### src/rtl/brx_pkg.sv
package brx_pkg;
  localparam int DATA_W = 24;
  localparam int OUT_W  = 32;

  typedef enum logic [2:0] {
    S_IDLE, S_WAIT, S_HI, S_LO, S_XHI, S_XLO, S_DONE, S_STBY
  } rd_state_t;

  // Copy the sign bit of the captured word into the upper bits.
  function automatic logic [OUT_W-1:0] widen(input logic [DATA_W-1:0] w);
    return {{(OUT_W-DATA_W){w[DATA_W-1]}}, w};
  endfunction
endpackage

### src/rtl/brx_phase_timer.sv
module brx_phase_timer #(
  parameter int HALF_CYC = 25
) (
  input  logic clk,
  input  logic rst_n,
  input  logic clr,
  output logic tick
);
  localparam int CW = $clog2(HALF_CYC + 1);

  logic [CW-1:0] cnt;

  assign tick = (cnt == CW'(HALF_CYC - 1));

  always_ff @(posedge clk or negedge rst_n) begin
    if (!rst_n)           cnt <= '0;
    else if (clr || tick) cnt <= '0;
    else                  cnt <= cnt + 1'b1;
  end

  AST_TICK_BOUND: assert property (@(posedge clk) disable iff (!rst_n)
    cnt < CW'(HALF_CYC));
endmodule

### src/rtl/brx_shift_in.sv
module brx_shift_in #(
  parameter int W = 24
) (
  input  logic         clk,
  input  logic         rst_n,
  input  logic         clr,
  input  logic         take,
  input  logic         din,
  output logic [W-1:0] word,
  output logic         last
);
  localparam int CW = $clog2(W + 1);

  logic [CW-1:0] n;

  assign last = (n == CW'(W - 1));

  always_ff @(posedge clk or negedge rst_n) begin
    if (!rst_n) begin
      word <= '0;
      n    <= '0;
    end else if (clr) begin
      n <= '0;
    end else if (take) begin
      word <= {word[W-2:0], din};
      n    <= n + 1'b1;
    end
  end

  AST_BIT_COUNT_BOUND: assert property (@(posedge clk) disable iff (!rst_n)
    n <= CW'(W));
endmodule

### src/rtl/brx_discard.sv
module brx_discard #(
  parameter int SKIP = 4
) (
  input  logic clk,
  input  logic rst_n,
  input  logic reload,
  input  logic consume,
  output logic drop
);
  localparam int CW = $clog2(SKIP + 2);

  logic [CW-1:0] cnt;

  assign drop = (cnt != '0);

  always_ff @(posedge clk or negedge rst_n) begin
    if (!rst_n)                cnt <= CW'(SKIP);
    else if (reload)           cnt <= CW'(SKIP);
    else if (consume && drop)  cnt <= cnt - 1'b1;
  end

  generate
    if (SKIP > 0) begin : g_chk
      AST_RELOAD_DROPS: assert property (@(posedge clk) disable iff (!rst_n)
        reload |=> drop);
    end
  endgenerate
endmodule

### src/rtl/brx_readout.sv
module brx_readout #(
  parameter int HALF_CYC    = 25,
  parameter int SKIP_CNT    = 4,
  parameter int TIMEOUT_CYC = 3_125_000,
  parameter bit EXTRA_PULSE = 1'b1
) (
  input  logic                       clk,
  input  logic                       rst_n,
  input  logic                       sdi,
  input  logic                       run,
  input  logic                       restart,
  input  logic                       sleep_req,
  output logic                       sclk,
  output logic [brx_pkg::OUT_W-1:0]  result,
  output logic                       result_vld,
  output logic                       busy,
  output logic                       overrun
);
  import brx_pkg::*;

  localparam int TW = $clog2(TIMEOUT_CYC + 1);

  rd_state_t          state, nxt, after_last;
  logic               sdi_m, sdi_s, line_low;
  logic               tick, tmr_clr, take, last, shf_clr;
  logic [DATA_W-1:0]  word;
  logic               drop, reload, frame_done, wake;
  logic               in_bits, tout_evt;
  logic [TW-1:0]      tcnt;

  // Data line crosses from the converter's domain.
  always_ff @(posedge clk or negedge rst_n) begin
    if (!rst_n) begin
      sdi_m <= 1'b1;
      sdi_s <= 1'b1;
    end else begin
      sdi_m <= sdi;
      sdi_s <= sdi_m;
    end
  end
  assign line_low = !sdi_s;

  // Named events for the checks below.
  assign in_bits    = (state == S_HI) || (state == S_LO);
  assign frame_done = (state == S_DONE);
  assign wake       = (state == S_STBY) && !sleep_req;
  assign take       = (state == S_LO) && tick;
  assign shf_clr    = (state == S_WAIT);
  assign tmr_clr    = !(in_bits || (state == S_XHI) || (state == S_XLO));
  assign tout_evt   = in_bits && (tcnt == TW'(TIMEOUT_CYC - 1));
  assign reload     = restart || wake || tout_evt;

  generate
    if (EXTRA_PULSE) begin : g_extra
      assign after_last = S_XHI;
    end else begin : g_plain
      assign after_last = S_DONE;
    end
  endgenerate

  brx_phase_timer #(.HALF_CYC(HALF_CYC)) u_tmr (
    .clk(clk), .rst_n(rst_n), .clr(tmr_clr), .tick(tick)
  );

  brx_shift_in #(.W(DATA_W)) u_shf (
    .clk(clk), .rst_n(rst_n), .clr(shf_clr), .take(take),
    .din(sdi_s), .word(word), .last(last)
  );

  brx_discard #(.SKIP(SKIP_CNT)) u_skip (
    .clk(clk), .rst_n(rst_n), .reload(reload),
    .consume(frame_done), .drop(drop)
  );

  // Readout budget, counted only while data bits are outstanding.
  always_ff @(posedge clk or negedge rst_n) begin
    if (!rst_n)        tcnt <= '0;
    else if (!in_bits) tcnt <= '0;
    else if (!tout_evt) tcnt <= tcnt + 1'b1;
  end

  always_comb begin
    nxt = state;
    unique case (state)
      S_IDLE: if (sleep_req) nxt = S_STBY;
              else if (run)  nxt = S_WAIT;
      S_WAIT: if (sleep_req)     nxt = S_STBY;
              else if (!run)     nxt = S_IDLE;
              else if (line_low) nxt = S_HI;
      S_HI:   if (tout_evt)  nxt = S_IDLE;
              else if (tick) nxt = S_LO;
      S_LO:   if (tout_evt)  nxt = S_IDLE;
              else if (tick) nxt = last ? after_last : S_HI;
      S_XHI:  if (tick) nxt = S_XLO;
      S_XLO:  if (tick) nxt = S_DONE;
      S_DONE: nxt = S_IDLE;
      S_STBY: if (!sleep_req) nxt = S_IDLE;
      default: nxt = S_IDLE;
    endcase
  end

  always_ff @(posedge clk or negedge rst_n) begin
    if (!rst_n) begin
      state      <= S_IDLE;
      sclk       <= 1'b0;
      busy       <= 1'b0;
      result     <= '0;
      result_vld <= 1'b0;
      overrun    <= 1'b0;
    end else begin
      state      <= nxt;
      sclk       <= (nxt == S_HI) || (nxt == S_XHI) || (nxt == S_STBY);
      busy       <= (nxt == S_HI) || (nxt == S_LO) || (nxt == S_XHI) ||
                    (nxt == S_XLO) || (nxt == S_DONE);
      result_vld <= frame_done && !drop && !restart;
      overrun    <= tout_evt;
      if (frame_done && !drop && !restart) result <= widen(word);
    end
  end

  AST_VLD_ONE_CYCLE: assert property (@(posedge clk) disable iff (!rst_n)
    result_vld |=> !result_vld);
  AST_VLD_FROM_FRAME: assert property (@(posedge clk) disable iff (!rst_n)
    result_vld |-> $past(frame_done));
  AST_NO_VLD_WHILE_SETTLING: assert property (@(posedge clk) disable iff (!rst_n)
    result_vld |-> !$past(drop));
  AST_WAIT_CLOCK_LOW: assert property (@(posedge clk) disable iff (!rst_n)
    (state == S_WAIT) |-> !sclk);
  AST_STANDBY_HELD: assert property (@(posedge clk) disable iff (!rst_n)
    ((state == S_STBY) && $past(state == S_STBY)) |-> (sclk && !busy));
  AST_EDGE_ON_TICK: assert property (@(posedge clk) disable iff (!rst_n)
    (busy && $past(busy) && (sclk != $past(sclk))) |-> $past(tick));
  AST_OVERRUN_ABORTS: assert property (@(posedge clk) disable iff (!rst_n)
    overrun |-> (!busy && !result_vld));
endmodule

### config.mk
export PLATFORM = sky130hd
export DESIGN_NAME = brx_readout
export DESIGN_NICKNAME = d
export VERILOG_FILES = /design/src/rtl/brx_pkg.sv /design/src/rtl/brx_phase_timer.sv /design/src/rtl/brx_shift_in.sv /design/src/rtl/brx_discard.sv /design/src/rtl/brx_readout.sv
export SDC_FILE = /design/constraint.sdc
export NUM_CORES = 1
export LEC_CHECK = 0
export BUFFER_PORTS_ARGS = -buffer_cell sky130_fd_sc_hd__buf_2
export CORE_AREA = 2 2 103 105
export DETAILED_ROUTE_END_ITERATION = 12
export DIE_AREA = 0 0 105 107
export PLACE_DENSITY = 0.65
export SYNTH_ARGS = -nofsm -noshare
export SYNTH_HDL_FRONTEND = slang
export SYNTH_SLANG_ARGS = --single-unit
### constraint.sdc
create_clock -name clk -period 2.5 [get_ports clk]
set_input_delay 0.5 -clock clk [delete_from_list [all_inputs] [get_ports clk]]
set_output_delay 0.5 -clock clk [all_outputs]
set_load 0.03 [all_outputs]
* After elaboration in Yosys (flattened, before gate mapping)
Cells that the tools add are included.
Word-level totals: register bits after elaboration 92, bits of input ports 6, output and inout bits 36, logic and storage cells 83
Operators by class: $add $sub $neg 4, eq/ne operators 17, mux-type cells 21, bitwise operators 1, reduce and logical (&&, ||, !) cells 27
Operators by type and width (count):
- 2-to-1 mux 3 bit | 15
- 2-to-1 mux 22 bit | 2
- equality test 3 bit (second input constant) | 8
- one-hot mux 3 bit (8 select lines) | 1
- adder 22 x 1 -> 22 bit (second input constant) | 1
- equality test 22 bit (second input constant) | 1
- 2-to-1 mux 5 bit | 3
- equality test 3 x 2 -> 1 bit (second input constant) | 4
- logical OR 1 bit | 12
- adder 5 x 1 -> 5 bit (second input constant) | 2
- equality test 5 bit (second input constant) | 2
- logical AND 1 bit | 6
- zero test 1 bit | 4
- nonzero test 2 bit | 2
- equality test 3 x 1 -> 1 bit (second input constant) | 1
- zero test 3 bit | 1
- nonzero test 3 bit | 1
- subtractor 3 x 1 -> 3 bit (second input constant) | 1
- != test 2 bit (second input constant) | 1
- AND reduction 2 bit | 1
- NOT 1 bit | 1

* Longest topological paths before layout
depth in word-level cells 10, mapped depth 10, mapped depth without buffers 9

* By module
From an unflattened synthesis, not the netlist that was laid out.
Second synthesis, totals: cell total of the unflattened synthesis 407, area, all modules 4529.3 µm²
Modules (own cells, without submodules):
- brx_readout | times used 1, cells an instance 293, area an instance 2766.4 µm², seq. area each 1378.8 µm²
- brx_shift_in | times used 1, cells an instance 75, area an instance 1278.7 µm², seq. area each 725.7 µm²
- brx_phase_timer | times used 1, cells an instance 23, area an instance 295.3 µm², seq. area each 125.1 µm²
- brx_discard | times used 1, cells an instance 16, area an instance 188.9 µm², seq. area each 76.3 µm²

* Worst setup path after synthesis
OpenSTA, ideal clock, no wires.
path kind register -> register, start point register state[2], end point register busy, setup time 0.119 ns, arrival time 2.281 ns, data required time 2.381 ns, path slack 0.100 ns, stages on the path, launching flop included 10, path buffers 1, clock period less this slack 2.400 ns, path through dfrtp_1 -> inv_1 -> ha_1 -> or3_1 -> or2_1 -> buf_2 -> nand2b_1 -> o211ai_2 -> or4b_1 -> o21a_1
Between the ends: word-level cells in the longest chain between the ends 10, elaborated cells on any way between the ends 32, classes of those cells eq/ne: 12; mux: 13; reduce/logical: 7
RTL lines:
- from (decl) | RTL line brx_readout.sv:23 | rd_state_t state, nxt, after_last;
- from (signal assigned) | RTL line brx_readout.sv:111 | state <= nxt;
- equality test 3 x 2 -> 1 bit | RTL line brx_readout.sv:44, brx_readout.sv:84
- logical OR 1 bit | RTL line brx_readout.sv:44 | assign in_bits = (state == S_HI) || (state == S_LO);
- logical AND 1 bit | RTL line brx_readout.sv:50 | assign tout_evt = in_bits && (tcnt == TW'(TIMEOUT_CYC - 1));
- 2-to-1 mux 3 bit (on tied branches) | RTL line brx_readout.sv:92, brx_readout.sv:90
- one-hot mux 3 bit (8 select lines) * | RTL line brx_readout.sv:84 | unique case (state)
- named net nxt[1] | RTL line brx_readout.sv:23
- equality test 3 x 2 -> 1 bit | RTL line brx_readout.sv:113 | busy <= (nxt == S_HI) || (nxt == S_LO) || (nxt == S_XHI) ||
- logical OR 1 bit (3 in a row) | RTL line brx_readout.sv:113
- logical OR 1 bit * | RTL line brx_readout.sv:114 | (nxt == S_XLO) || (nxt == S_DONE);
- to (signal assigned) | RTL line brx_readout.sv:113
- to (decl) | RTL line brx_readout.sv:16 | output logic busy,
Mark *: on every way through the listed nets, which the timed path passes. The rest lies on a longest branch. A chain may end at the register's enable or synchronous reset.

* Final worst setup path
start point register state[1], end point register busy
Same word-level chain as after synthesis.

==> results.json <==
{
  "timing.fmax_ghz": 0.417,
  "synthesis.nets": 427,
  "critPathMaxFanout": 7,
  "synth_seq_cells": 92,
  "grt_pass1_wl_um": 13400,
  "htreeDepth": 3,
  "grt_max_degree": 50,
  "clk_pin_slew_ps": 90,
  "period_share_pct": 96.0,
  "worst_slack_ps": 101,
  "root_buffer": "clkbuf_8",
  "drt_iter0_drc": 155,
  "period_minus_slack_ps": 2400,
  "ir_drop_mv": 0.335,
  "die-height_um": 107,
  "critPathCapture": "busy",
  "arrival_ps": 2650,
  "synth_top_flop_cell": "dfrtp_1",
  "layout.nets": 466,
  "rsz0062_at_grt": "no",
  "worstMarginPinSlew_ps": 551,
  "setup_violations": 0,
  "worstSetupPathType": "reg -> reg",
  "globalRouteOverflowTotal": 0,
  "slew_headroom_pct": 62.9,
  "required_ps": 2760,
  "vias_per_cell": 4.97,
  "grt_pass1_vias": 2871,
  "design.core.area_um2": 10100,
  "io_pins": 42,
  "synth-warning-count": 0,
  "final-instance-count-excl-fill": 592,
  "ctsLongestPathBuffers": 2,
  "synth_cell_type_count": 53,
  "wl_per_cell_um": 12.9,
  "drt-total-wl_um": 7650,
  "min_path_cells": 1,
  "pre_cts_ws_ps": -8.26,
  "cts_tree": "done",
  "syn_to_final_growth_pct": 13.1,
  "r2r-start": "state[1]",
  "tns_ps": 0,
  "die_x_um": 105,
  "syn_inst": 412,
  "synth_edf_count": 0,
  "status": "complete, no violations",
  "rows": 37,
  "diodes": 0,
  "pwr_density_cell_nw_per_um2": 770,
  "placed_cells": 574,
  "drive_gt1_share_pct": 23.9,
  "cts_buffers": 9,
  "drc_errors": 0,
  "first_pass_iters": 4,
  "avgSynthCellArea_um2": 10.5,
  "reg2reg_slack_ps": 100,
  "start_util_pct": 42.7,
  "port_buffers": 41,
  "cp-start-kind": "flip-flop",
  "crit_path_end_kind": "flip-flop",
  "cts.sinks": 92,
  "layout_common_cells": "87 x nand2_1, 87 x dfrtp_1, 40 x buf_2, 24 x mux2_2, 18 x nor2_1",
  "finalHoldViolCount": 0,
  "post-dp-hpwl_um": 5360,
  "rr_endpoint": "busy",
  "reg2reg_depth": 8,
  "insertion_delay_ps": 360,
  "place_congestion": 0.886,
  "min_path_type": "in -> reg",
  "crit_path_start": "state[1]",
  "leakagePower_nw": 2.44,
  "async_flop_share_pct": 100,
  "postRouteAntennaNets": 0,
  "antenna_found_initial": 0,
  "fin_worst_skew_ps": 7.15,
  "maxCapViolations": 0,
  "slew_violations": 0,
  "ys_seq_area_share_pct": 53.5,
  "dieArea_um2": 11200,
  "grt_use_total_pct": 15.0,
  "synthesis.area_um2": 4310,
  "num_vias": 2943
}
==> logic make-up (layout without fill, tap and decap cells) <==
logic type,count (synthesis),in the layout,synth area share (%)
mux,26,26,6.73
xor+xnor,23,23,4.67
compound gates,32,32,5.51
flops,92,92,53.5
buf+inv,41,85,4.67
simple gates,189,189,22.3
fa+ha+maj,9,9,2.61
==> power by group <==
part           switching [mW]  leakage [nW]  internal [mW]
registers               0.104          1.26           1.59
logic                   0.522          1.08          0.424
clock network           0.537         0.109          0.575
total                    1.16          2.44           2.59
==> through the flow <==
stage          total power, mW  utilization (%)  cell area [µm²]  hold slack, ps
2_1_floorplan             2.38                -             4310             204
3_3_place_gp              2.59             45.9             4630             365
3_5_place_dp              2.63             45.9             4630             362
4_1_cts                   3.76             48.2             4860             212
5_1_grt                   4.00             48.3             4880             207
6_report                  3.76             48.3             4880             229
==> synth_stat cells (all sizes together), types with 2 or more instances <==
cell type   n  area, µm²
dfrtp      89       2230
nand2      87        327
mux2       24        270
inv        18       67.6
nor2       18       67.6
and2       17        106
nand3      17       85.1
clkbuf     12       48.8
o21ai      12       60.1
xnor2      12        105
buf        11       85.1
xor2       11       96.3
ha          9        113
or3         7       48.8
nand2b      5       31.3
nor4        5       37.5
a21boi      4       30.0
nor2b       4       25.0
nor3        4       20.0
o211ai      4       35.0
or2         4       25.0
or4b        4       40.0
dfstp       3       78.8
nand4       3       25.0
nor3b       3       22.5
a211oi      2       27.5
a21oi       2       10.0
and4b       2       20.0
mux2i       2       20.0
o31ai       2       15.0
or2b        2       17.5
or4         2       15.0
or4bb       2       22.5
==> worst min-delay path by stage <==
stage / from / to / slack [ps]
2_1_floorplan: rst_n / busy / 200
3_3_place_gp: rst_n / overrun / 370
3_5_place_dp: sdi_m / sdi_s / 360
4_1_cts: sdi / sdi_m / 210
5_1_grt: sdi / sdi_m / 210
6_report: sdi / sdi_m / 230
==> per-layer routing <==
layer  track usage (%)  wire length, µm
met3              4.13              344
met5                 0                0
met2              23.5             3440
met4              5.90              165
met1              19.8             3700
==> area by class of cell <==
type	count	area, µm²
sequential	92	2310
multi-input combinational	279	1810
clock inverter	6	96.3
tap	136	170
fill	955	5220
timing repair buffer	51	298
inverter	18	67.6
clock buffer	10	128
==> sequential cells by signal, summed over array words and instances (netlist names) <==
name and count:
u_shf.n 5, result 24, busy 1, u_tmr.cnt 5, sdi_s 1, state 3
u_skip.cnt 3, u_shf.word 24, sdi_m 1, overrun 1, sclk 1, tcnt 22
result_vld 1
==> worst max-delay path: stages (launching register included) <==
cell	delay [ps]
dfrtp_2	430
inv_1	100
ha_1	230
or3_1	390
or2_4	280
nand2b_1	170
o211ai_2	80
or4b_1	480
o21a_1	130
==> repair_timing <==
action,4_1_cts,5_1_grt
resized for setup,1,2
buffers inserted,0,1
endpoints found under the setup margin,1,2
hold buffers,1,0
cloned,0,0
pin swaps,0,0
endpoints found under the hold margin,13,0
No activity file was read; power rests on OpenSTA's default activity.
